## config.mk

```make
export PLATFORM = sky130hd
export DESIGN_NAME = txd_chain_walker
export DESIGN_NICKNAME = d
export VERILOG_FILES = /design/src/rtl/txd_pkg.sv /design/src/rtl/txd_base_reg.sv /design/src/rtl/txd_addr_gen.sv /design/src/rtl/txd_walk_fsm.sv /design/src/rtl/txd_chain_walker.sv
export SDC_FILE = /design/constraint.sdc
export NUM_CORES = 1
export LEC_CHECK = 0
export BUFFER_PORTS_ARGS = -buffer_cell sky130_fd_sc_hd__buf_2
export CAP_MARGIN = 20
export CORE_MARGIN = 2
export CORE_UTILIZATION = 45
export CTS_BUF_LIST = sky130_fd_sc_hd__clkbuf_4
export DETAILED_ROUTE_END_ITERATION = 16
export PLACE_DENSITY = 0.71
export SYNTH_ARGS = -nofsm -noshare
export SYNTH_HDL_FRONTEND = slang
export SYNTH_SLANG_ARGS = --single-unit
```

## constraint.sdc

```tcl
create_clock -name clk -period 4.6 [get_ports clk]
set_clock_uncertainty 0.15 [all_clocks]
set_input_delay 0.92 -clock clk [delete_from_list [all_inputs] [get_ports clk]]
set_output_delay 0.92 -clock clk [all_outputs]
set_load 0.005 [all_outputs]
```

## src/rtl/txd_pkg.sv

```systemverilog
package txd_pkg;

    localparam int TXD_ADDR_W    = 32;
    localparam int TXD_IDX_W     = 16;
    localparam int TXD_CNT_W     = 13;
    localparam int TXD_STRIDE_LG = 4;

    typedef enum logic [2:0] {
        ST_IDLE,
        ST_FETCH,
        ST_ISSUE,
        ST_RETIRE,
        ST_FAULT
    } walk_state_e;

endpackage

```

## src/rtl/txd_base_reg.sv

```systemverilog
module txd_base_reg #(
    parameter int ADDR_W   = 32,
    parameter int ALIGN_LG = 4,
    localparam int HALF_W  = ADDR_W / 2
) (
    input  logic              clk,
    input  logic              rst_n,
    input  logic [1:0]        half_wr,
    input  logic [HALF_W-1:0] wdata,
    output logic [ADDR_W-1:0] base,
    output logic              cfg_err
);

    logic [HALF_W-1:0] half_q [2];

    for (genvar h = 0; h < 2; h++) begin : g_half
        always_ff @(posedge clk or negedge rst_n) begin
            if (!rst_n) begin
                half_q[h] <= '0;
            end else if (half_wr[h]) begin
                half_q[h] <= wdata;
            end
        end
    end

    assign base    = {half_q[1], half_q[0]};
    assign cfg_err = |base[ALIGN_LG-1:0];

    // a low-half write leaves the high half alone
    p_lo_keeps_hi_r1: assert property (@(posedge clk) disable iff (!rst_n)
        (half_wr == 2'b01) |=> (base[ADDR_W-1:HALF_W] == $past(base[ADDR_W-1:HALF_W])));

    // a high-half write leaves the low half alone
    p_hi_keeps_lo_r1: assert property (@(posedge clk) disable iff (!rst_n)
        (half_wr == 2'b10) |=> (base[HALF_W-1:0] == $past(base[HALF_W-1:0])));

endmodule

```

## src/rtl/txd_addr_gen.sv

```systemverilog
module txd_addr_gen #(
    parameter int ADDR_W    = 32,
    parameter int IDX_W     = 16,
    parameter int STRIDE_LG = 4,
    localparam int PAD_W    = ADDR_W - IDX_W - STRIDE_LG
) (
    input  logic              clk,
    input  logic              rst_n,
    input  logic              load,
    input  logic [IDX_W-1:0]  idx,
    input  logic [ADDR_W-1:0] base,
    output logic [ADDR_W-1:0] addr
);

    logic [ADDR_W-1:0] offset;
    logic [ADDR_W-1:0] addr_q;

    assign offset = {{PAD_W{1'b0}}, idx, {STRIDE_LG{1'b0}}};

    always_ff @(posedge clk or negedge rst_n) begin
        if (!rst_n) begin
            addr_q <= '0;
        end else if (load) begin
            addr_q <= base + offset;
        end
    end

    assign addr = addr_q;

endmodule

```

## src/rtl/txd_walk_fsm.sv

```systemverilog
module txd_walk_fsm
    import txd_pkg::*;
#(
    parameter int IDX_W = 16,
    parameter int CNT_W = 13
) (
    input  logic             clk,
    input  logic             rst_n,
    input  logic             cfg_err,
    input  logic             pend_valid,
    input  logic [IDX_W-1:0] pend_index,
    output logic             pend_ready,
    output logic             load,
    output logic [IDX_W-1:0] load_idx,
    output logic             mem_req,
    input  logic             rsp_valid,
    input  logic [CNT_W-1:0] rsp_count,
    input  logic             rsp_eop,
    input  logic [IDX_W-1:0] rsp_next,
    output logic             xfer_valid,
    output logic [IDX_W-1:0] xfer_index,
    output logic [CNT_W-1:0] xfer_count,
    output logic             xfer_last,
    input  logic             xfer_ack,
    output logic             done_push,
    output logic [IDX_W-1:0] done_index,
    output logic             done_err
);

    walk_state_e      state_q, state_d;
    logic [IDX_W-1:0] cur_q, nxt_q;
    logic [CNT_W-1:0] cnt_q;
    logic             eop_q;
    logic             accept, follow, captured;

    assign accept   = (state_q == ST_IDLE) && pend_valid && !cfg_err;
    assign follow   = (state_q == ST_RETIRE) && !eop_q;
    assign captured = (state_q == ST_FETCH) && rsp_valid;
    assign load     = accept || follow;
    assign load_idx = accept ? pend_index : nxt_q;

    always_ff @(posedge clk or negedge rst_n) begin
        if (!rst_n) begin
            state_q <= ST_IDLE;
        end else begin
            state_q <= state_d;
        end
    end

    always_comb begin
        state_d = state_q;
        unique case (state_q)
            ST_IDLE:   if (accept)    state_d = ST_FETCH;
            ST_FETCH:  if (rsp_valid) state_d = (rsp_count == '0) ? ST_FAULT : ST_ISSUE;
            ST_ISSUE:  if (xfer_ack)  state_d = ST_RETIRE;
            ST_RETIRE: state_d = eop_q ? ST_IDLE : ST_FETCH;
            ST_FAULT:  state_d = ST_IDLE;
            default:   state_d = ST_IDLE;
        endcase
    end

    always_ff @(posedge clk or negedge rst_n) begin
        if (!rst_n) begin
            cur_q <= '0;
            nxt_q <= '0;
            cnt_q <= '0;
            eop_q <= 1'b0;
        end else begin
            if (load) begin
                cur_q <= load_idx;
            end
            if (captured) begin
                cnt_q <= rsp_count;
                eop_q <= rsp_eop;
                nxt_q <= rsp_next;
            end
        end
    end

    always_comb begin
        pend_ready = 1'b0;
        mem_req    = 1'b0;
        xfer_valid = 1'b0;
        done_push  = 1'b0;
        done_err   = 1'b0;
        unique case (state_q)
            ST_IDLE:   pend_ready = !cfg_err;
            ST_FETCH:  mem_req    = 1'b1;
            ST_ISSUE:  xfer_valid = 1'b1;
            ST_RETIRE: done_push  = 1'b1;
            ST_FAULT: begin
                done_push = 1'b1;
                done_err  = 1'b1;
            end
            default: ;
        endcase
    end

    assign xfer_index = cur_q;
    assign xfer_count = cnt_q;
    assign xfer_last  = eop_q;
    assign done_index = cur_q;

    // request, command and done phases never overlap
    p_one_phase_r3: assert property (@(posedge clk) disable iff (!rst_n)
        $onehot0({pend_ready, mem_req, xfer_valid, done_push}));

    // an empty buffer never reaches the transfer interface
    p_no_empty_xfer_r6: assert property (@(posedge clk) disable iff (!rst_n)
        xfer_valid |-> (xfer_count != '0));

    // an error return follows an empty response
    p_err_from_empty_r6: assert property (@(posedge clk) disable iff (!rst_n)
        (done_push && done_err) |-> $past(mem_req && rsp_valid && (rsp_count == '0)));

    // a clean return follows an accepted acknowledge
    p_done_after_ack_r7: assert property (@(posedge clk) disable iff (!rst_n)
        (done_push && !done_err) |-> $past(xfer_valid && xfer_ack));

    // the last buffer of a packet sends the walker home
    p_eop_home_r8: assert property (@(posedge clk) disable iff (!rst_n)
        (done_push && !done_err && eop_q) |=> (state_q == ST_IDLE));

endmodule

```

## src/rtl/txd_chain_walker.sv

```systemverilog
module txd_chain_walker
    import txd_pkg::*;
#(
    parameter int ADDR_W    = TXD_ADDR_W,
    parameter int IDX_W     = TXD_IDX_W,
    parameter int CNT_W     = TXD_CNT_W,
    parameter int STRIDE_LG = TXD_STRIDE_LG,
    localparam int HALF_W   = ADDR_W / 2
) (
    input  logic              clk,
    input  logic              rst_n,
    input  logic              base_lo_wr,
    input  logic              base_hi_wr,
    input  logic [HALF_W-1:0] base_wdata,
    output logic              cfg_err,
    input  logic              pend_valid,
    input  logic [IDX_W-1:0]  pend_index,
    output logic              pend_ready,
    output logic              mem_req,
    output logic [ADDR_W-1:0] mem_addr,
    input  logic              mem_rsp_valid,
    input  logic [CNT_W-1:0]  mem_rsp_count,
    input  logic              mem_rsp_eop,
    input  logic [IDX_W-1:0]  mem_rsp_next,
    output logic              xfer_valid,
    output logic [IDX_W-1:0]  xfer_index,
    output logic [CNT_W-1:0]  xfer_count,
    output logic              xfer_last,
    input  logic              xfer_ack,
    output logic              done_push,
    output logic [IDX_W-1:0]  done_index,
    output logic              done_err
);

    logic [ADDR_W-1:0] base;
    logic              load;
    logic [IDX_W-1:0]  load_idx;

    txd_base_reg #(
        .ADDR_W   (ADDR_W),
        .ALIGN_LG (STRIDE_LG)
    ) u_base (
        .clk     (clk),
        .rst_n   (rst_n),
        .half_wr ({base_hi_wr, base_lo_wr}),
        .wdata   (base_wdata),
        .base    (base),
        .cfg_err (cfg_err)
    );

    txd_addr_gen #(
        .ADDR_W    (ADDR_W),
        .IDX_W     (IDX_W),
        .STRIDE_LG (STRIDE_LG)
    ) u_addr (
        .clk   (clk),
        .rst_n (rst_n),
        .load  (load),
        .idx   (load_idx),
        .base  (base),
        .addr  (mem_addr)
    );

    txd_walk_fsm #(
        .IDX_W (IDX_W),
        .CNT_W (CNT_W)
    ) u_fsm (
        .clk        (clk),
        .rst_n      (rst_n),
        .cfg_err    (cfg_err),
        .pend_valid (pend_valid),
        .pend_index (pend_index),
        .pend_ready (pend_ready),
        .load       (load),
        .load_idx   (load_idx),
        .mem_req    (mem_req),
        .rsp_valid  (mem_rsp_valid),
        .rsp_count  (mem_rsp_count),
        .rsp_eop    (mem_rsp_eop),
        .rsp_next   (mem_rsp_next),
        .xfer_valid (xfer_valid),
        .xfer_index (xfer_index),
        .xfer_count (xfer_count),
        .xfer_last  (xfer_last),
        .xfer_ack   (xfer_ack),
        .done_push  (done_push),
        .done_index (done_index),
        .done_err   (done_err)
    );

    // a misaligned base blocks new walks
    p_misaligned_gate_r2: assert property (@(posedge clk) disable iff (!rst_n)
        cfg_err |-> !pend_ready);

    // request and address held until the response
    p_req_hold_r4: assert property (@(posedge clk) disable iff (!rst_n)
        (mem_req && !mem_rsp_valid) |=> (mem_req && $stable(mem_addr)));

    // transfer command held until acknowledged
    p_xfer_hold_r5: assert property (@(posedge clk) disable iff (!rst_n)
        (xfer_valid && !xfer_ack) |=>
            (xfer_valid && $stable(xfer_count) && $stable(xfer_index) && $stable(xfer_last)));

endmodule

```

==> results by group, run 1 <==
Place
  – Pre-CTS setup slack: 193.9 ps
  – Port Buffers: 152
  – HPWL after DPL: 10.55 mm
  – Placed inst area: 0.006485 mm^2
  – Placed cells: 820
  – Routability cong.: 0.8511

Critical path
  – Cells on worst reg2reg path: 14
  – Crit-path max cell delay: 560 ps
  – CP Launch Type: flip-flop
  – Arr. time, crit path: 4610 ps
  – Slowest cell on the critical path: or4_4
  – Most common cell type on the critical path: nand2_1
  – Crit-path max FO: 8
  – Critical Path RT: a little under 5000 ps
  – Critical path class: reg -> reg
  – Setup crit end kind: flip-flop
  – Worst-path cell chain: or4_4, nor3_2, nand2_1, or2_1, buf_4, mux2_4, ha_1, nor2b_1, o211ai_1, nand2_1, a211o_1, a31oi_2, o21ai_0, a31oi_1

Final layout
  – Layout cells sized above 1: 40.35%
  – Non-filler cells, final: roughly 850
  – Area of the multi-input gates: 0.002606 mm^2
  – Fin util: 54.55%
  – Final nets: 753
  – Fill cells: 1141
  – Post-route cell area: about 0.007 mm^2
  – Commonest non-fill, non-tap cell in the layout: buf_2
  – Antenna cells: 0
  – Reg area: around 0.0028 mm^2
  – Commonest non-fill, non-tap cells in the layout: buf_2 (151), dfrtp_1 (113), nand2_1 (103)
  – Area grow syn2layout: 19.58%

Detailed routing
  – Via count: 4284
  – Pre-antenna DRT Iters: 4
  – Routed length per placed instance: 16.43 um
  – Vias/cell: 5.034
  – 1st-iter DRT viols: between 200 and 250
  – DRC violations left: 0
  – Routed Wire Length: 13.98 mm
  – Detail Route Antenna Nets: 0

Power and ir drop
  – Power consumption: 4.279 mW
  – Leak: 3.355 nW
  – Peak VDD IR: 0.2852 mV
  – Pwr dens: 629.2 mW/mm^2

Timing
  – Hold Violations, Final: 0
  – RSZ-0062 raised after global routing: no
  – Final worst setup slack: 291.0 ps
  – Final hold slack: between 300 and 400 ps
  – Slew Viols, Final: 0
  – Least-Margin Pin Slew: 894.3 ps
  – Setup violators final: 0
  – Setup TNS: 0 ps
  – Maximum clock frequency: between 200 and 250 MHz
  – Relative max-transition margin: around 40%
  – Fin crit share: between 90% and 100%
  – Min cycle time layout: 4309 ps

Clock tree
  – Clk slew on worst S/H paths: 100 ps
  – Clk sinks: 113
  – Cts repair resizes: 0
  – Clock Latency Late Sink: between 500 and 600 ps
  – H-tree lvl count: 4
  – Root Driver: clkbuf_4
  – # hold bufs at CTS: 0
  – Clk buf depth: 2
  – Setup Buffers After CTS: 0
  – CTS tree: yes
  – Inserted Clock Buffers: 17

Synthesis
  – Synth top area share: 49.72%
  – Post-synthesis net count: 615
  – Syn Inst Count: 529
  – Synth Cell Area: 0.005687 mm^2
  – Cell variety after synth: 50
  – Main area contributors after synthesis: dfrtp_1 (50%), mux2_2 (13%), nand2_1 (6.8%)
  – Syn_area_per_cell: between 10 and 15 um^2
  – Register area share after synthesis: between 40 and 50%
  – Ys Warns: 0
  – Synth Register Bits: 113
  – Post-synth top area cell: dfrtp_1

Die
  – IO Pins: between 150 and 200
  – Core Area: 0.01247 mm^2
  – Initial Util: 45.62%
  – Die X: 116.4 um
  – Die area: 0.01355 mm^2
  – Die height: 116.4 um
  – Row cnt: 41

GRT
  – Initial antenna violation count: 0
  – Largest net degree at the start of global routing: just over 70
  – First-pass GRT wire length: 22.14 mm
  – Vias in the first global route: 4355
  – Gr usage total: 21.56%
  – Total grt overflow: 0

Job
  – Maxcap violations: 0

Min path
  – Hold Path Class: reg -> reg
  – Worst hold stages: 2

Status
  – Outcome: complete, no violations
## path summary, 6_finish.rpt
check	slack (ps)	from	end
setup / recovery	290	u_base.base[1]$_DFFE_PN0P_	u_addr.addr[22]$_DFFE_PN0P_
hold / removal	330	u_addr.addr[5]$_DFFE_PN0P_	u_addr.addr[5]$_DFFE_PN0P_
setup reg to reg	290	u_base.base[1]$_DFFE_PN0P_	u_addr.addr[22]$_DFFE_PN0P_
hold reg to reg	330	u_addr.addr[5]$_DFFE_PN0P_	u_addr.addr[5]$_DFFE_PN0P_
max in group asynchronous	3080	rst_n	u_addr.addr[20]$_DFFE_PN0P_
min in group asynchronous	350	rst_n	u_fsm.done_index[0]$_DFFE_PN0P_
## synth_stat cells (all sizes together)
cell / count
a2111oi: 1
o21ai: 38
dfrtp: 113
nor4b: 2
a211o: 1
a221oi: 1
o211ai: 2
o31ai: 1
nor2b: 4
mux2: 76
a31o: 1
nand2b: 1
a21oi: 22
nor4: 4
or2: 2
nor3b: 5
a211oi: 2
a31oi: 5
nor2: 14
and2: 2
inv: 5
o2111ai: 1
xnor2: 9
and3: 3
a21o: 11
nand4b: 1
o21a: 1
o21bai: 2
clkbuf: 15
or4: 1
fa: 1
mux2i: 1
xor2: 14
nand4: 5
buf: 26
ha: 16
or4b: 1
or3: 2
nand3b: 1
nand2: 103
nor3: 5
nand3: 8
## sequential cells by signal, summed over array words and instances (netlist names)
name,flops
u_fsm.state_q,3
u_base.base,32
u_fsm.nxt_q,16
u_addr.addr,32
u_fsm.xfer_count,13
u_fsm.xfer_last,1
u_fsm.done_index,16
## critical path, delay by kind of cell (launching register included)
family,cells,cell delay [ps]
buf+inv,1,250
fa+ha+maj,1,330
compound gates,5,1280
flops,1,410
mux,1,310
simple gates,6,1480
## final cells by class
type	count	area share (%)
Clock buffer	19	2.098
Multi-Input combinational cell	370	38.33
Sequential cell	113	41.58
Clock inverter	12	2.447
Tap cell	172	3.165
Inverter	5	0.2760
Timing Repair Buffer	160	12.11
## power by group
group | switching [mW] | total, mW | internal, mW
clock network | 0.382 | 0.816 | 0.434
logic | 0.981 | 1.88 | 0.896
registers | 0.230 | 1.59 | 1.36
## cells by family (layout without fill, tap and decap cells)
group | count (synthesis) | count (layout) | synth area share (%)
mux | 77 | 77 | 15.89
buf+inv | 46 | 196 | 4.643
fa+ha+maj | 17 | 17 | 3.872
simple gates | 164 | 164 | 13.11
compound gates | 89 | 89 | 9.219
flops | 113 | 113 | 49.72
xor+xnor | 23 | 23 | 3.542
## metal layers
layer,global-route usage (%),up-vias,routed length [um]
met5,0,-,0
met4,4.762,0,122
met3,6.487,15,814
met2,35.70,117,6816
met1,28.15,2047,6226
li1,-,2105,-
(Power assumes the default switching activity.)
==> run 2: changes to the inputs <==
CORE_MARGIN = unset   (was 2)
CORE_UTILIZATION = 44   (was 45)
PLACE_DENSITY = 0.7   (was 0.71)
==> results by group, run 2 (same netlist as run 1, synthesis figures left out) <==
Clock tree
  – H-tree lvl count: 4 (unchanged)
  – CTS tree: yes
  – Clk buf depth: 2 (unchanged)
  – Clk sinks: 113 (unchanged)
  – Setup Buffers After CTS: 0 (unchanged)
  – Root Driver: clkbuf_4
  – Clock Latency Late Sink: 550 ps (about the same)
  – Inserted Clock Buffers: 17 (unchanged)
  – Clk slew on worst S/H paths: 100 ps (about the same)

Timing
  – Min cycle time layout: 4299 ps (-9.909 ps)
  – Hold Violations, Final: 0 (unchanged)
  – Relative max-transition margin: 43.14% (+2.8 points)
  – Maximum clock frequency: 232.6 MHz (+0.23%)
  – RSZ-0062 raised after global routing: no
  – Slew Viols, Final: 0 (unchanged)
  – Setup TNS: 0 ps (unchanged)
  – Least-Margin Pin Slew: 852.9 ps (-41.37 ps)
  – Setup violators final: 0 (unchanged)
  – Fin crit share: 93.46% (-0.22 points)

Critical path
  – CP Launch Type: flip-flop
  – Arr. time, crit path: 4550 ps (-60 ps)
  – Critical Path RT: 4850 ps (-50 ps)
  – Critical path class: reg -> reg
  – Crit-path max FO: 9 (+1)
  – Cells on worst reg2reg path: 15 (+1)
  – Setup crit end kind: flip-flop

Detailed routing
  – Vias/cell: 5.102 (+1.4%)
  – Pre-antenna DRT Iters: 4 (unchanged)
  – DRC violations left: 0 (unchanged)
  – Routed length per placed instance: 16.14 um (-1.8%)
  – Routed Wire Length: 13.75 mm (-1.7%)
  – Detail Route Antenna Nets: 0 (unchanged)
  – Via count: 4347 (+1.5%)
  – 1st-iter DRT viols: 205 (-1.9%)

Power and ir drop
  – Pwr dens: 609.8 mW/mm^2 (-3.1%)
  – Peak VDD IR: 0.3007 mV (+5.4%)
  – Power consumption: 4.106 mW (-4.0%)
  – Leak: 3.331 nW (-0.73%)

Final layout
  – Final nets: 753 (unchanged)
  – Area grow syn2layout: 18.42%
  – Commonest non-fill, non-tap cell in the layout: buf_2
  – Layout cells sized above 1: 40.21% (-0.15 points)
  – Commonest non-fill, non-tap cells in the layout: buf_2 (151), dfrtp_1 (113), nand2_1 (103)
  – Fill cells: 1180 (+3.4%)

Die
  – IO Pins: 153 (unchanged)
  – Core Area: 0.01262 mm^2 (+1.2%)
  – Die X: 115.7 um (-0.63%)
  – Die height: 115.7 um (-0.63%)
  – Initial Util: 45.06% (-0.56 points)
  – Row cnt: 41 (unchanged)
  – Die area: 0.01338 mm^2 (-1.3%)

GRT
  – Vias in the first global route: 4313 (-0.96%)
  – First-pass GRT wire length: 22.14 mm (unchanged)
  – Gr usage total: 22.22% (+0.66 points)
  – Initial antenna violation count: 0 (unchanged)
  – Largest net degree at the start of global routing: 66 (-7.0%)
  – Total grt overflow: 0 (unchanged)

Place
  – Port Buffers: 152 (unchanged)
  – Routability cong.: 0.8295 (-2.5%)
  – HPWL after DPL: 10.36 mm (-1.8%)

Min path
  – Hold Path Class: in -> async

Status
  – Outcome: complete, no violations

Job
  – Maxcap violations: 0 (unchanged)
[run 2: power by group]
part	internal, mW	switching, mW
Clock	0.276	0.354
Sequential	1.36	0.232
Combinational	0.902	0.986
[run 2: repair_timing]
action                                 CTS  global route
endpoints found under the hold margin    0             0
setup endpoints to repair                0             7
hold buffers                             0             0
gates resized for setup                  0             3
[run 2: final timing paths]
path / start / endpoint / slack (ps)
worst min register to register: u_addr.addr[4]$_DFFE_PN0P_ / u_addr.addr[4]$_DFFE_PN0P_ / 330
worst min-delay path: rst_n / u_addr.addr[4]$_DFFE_PN0P_ / 320
max in group asynchronous: rst_n / u_addr.addr[10]$_DFFE_PN0P_ / 3080
min in group clk: u_addr.addr[4]$_DFFE_PN0P_ / u_addr.addr[4]$_DFFE_PN0P_ / 330
worst max-delay path: u_base.base[1]$_DFFE_PN0P_ / u_addr.addr[20]$_DFFE_PN0P_ / 300
worst max register to register: u_base.base[1]$_DFFE_PN0P_ / u_addr.addr[20]$_DFFE_PN0P_ / 300
[run 2: critical path: stages (launching register included)]
cell and delay, ps:
dfrtp_1 400, or4_4 560, nor3_2 110, nand2_1 130
or2_2 450, mux2_2 340, ha_1 240, inv_1 90
fa_1 210, nor2b_1 70, o211ai_1 340, nand2_1 110
a211o_1 320, a31oi_2 350, xnor2_1 190, o21ai_0 100
[run 2: per-stage QoR]
stage | util, % | setup WS, ps | area (um^2) | cells | hold slack, ps
floorplan | - | 714.0 | 5687 | 529 | 307.8
global placement | 51.39 | 94.82 | 6485 | 820 | 307.6
detailed placement | 51.39 | 81.09 | 6485 | 820 | 311.8
CTS | 53.19 | 114.8 | 6713 | 851 | 311.4
global route | 53.34 | 38.11 | 6731 | 851 | 351.8
finish | 53.36 | 300.9 | 6734 | 852 | 315.2
[run 2: cell type report]
cell class	count	area (um^2)	share of cell area, %
diodes	1	2.502	0.03716
clock buffers	21	157.7	2.341
clock inverters	10	70.07	1.041
inverters	5	18.77	0.2787
multi-input cells	370	2619	38.89
flip-flops and latches	113	2828	41.99
well taps	172	215.2	3.196
repair buffers	160	823.3	12.23
[run 2: routing by layer]
layer	GRT usage (%)	wire, um	share of wire (%)	vias up
met5	0	0	0	-
met4	5.641	126	0.92	0
met3	6.328	799	5.8	18
met2	36.09	6573	48	136
met1	29.38	6249	45	2088
li1	-	-	-	2105
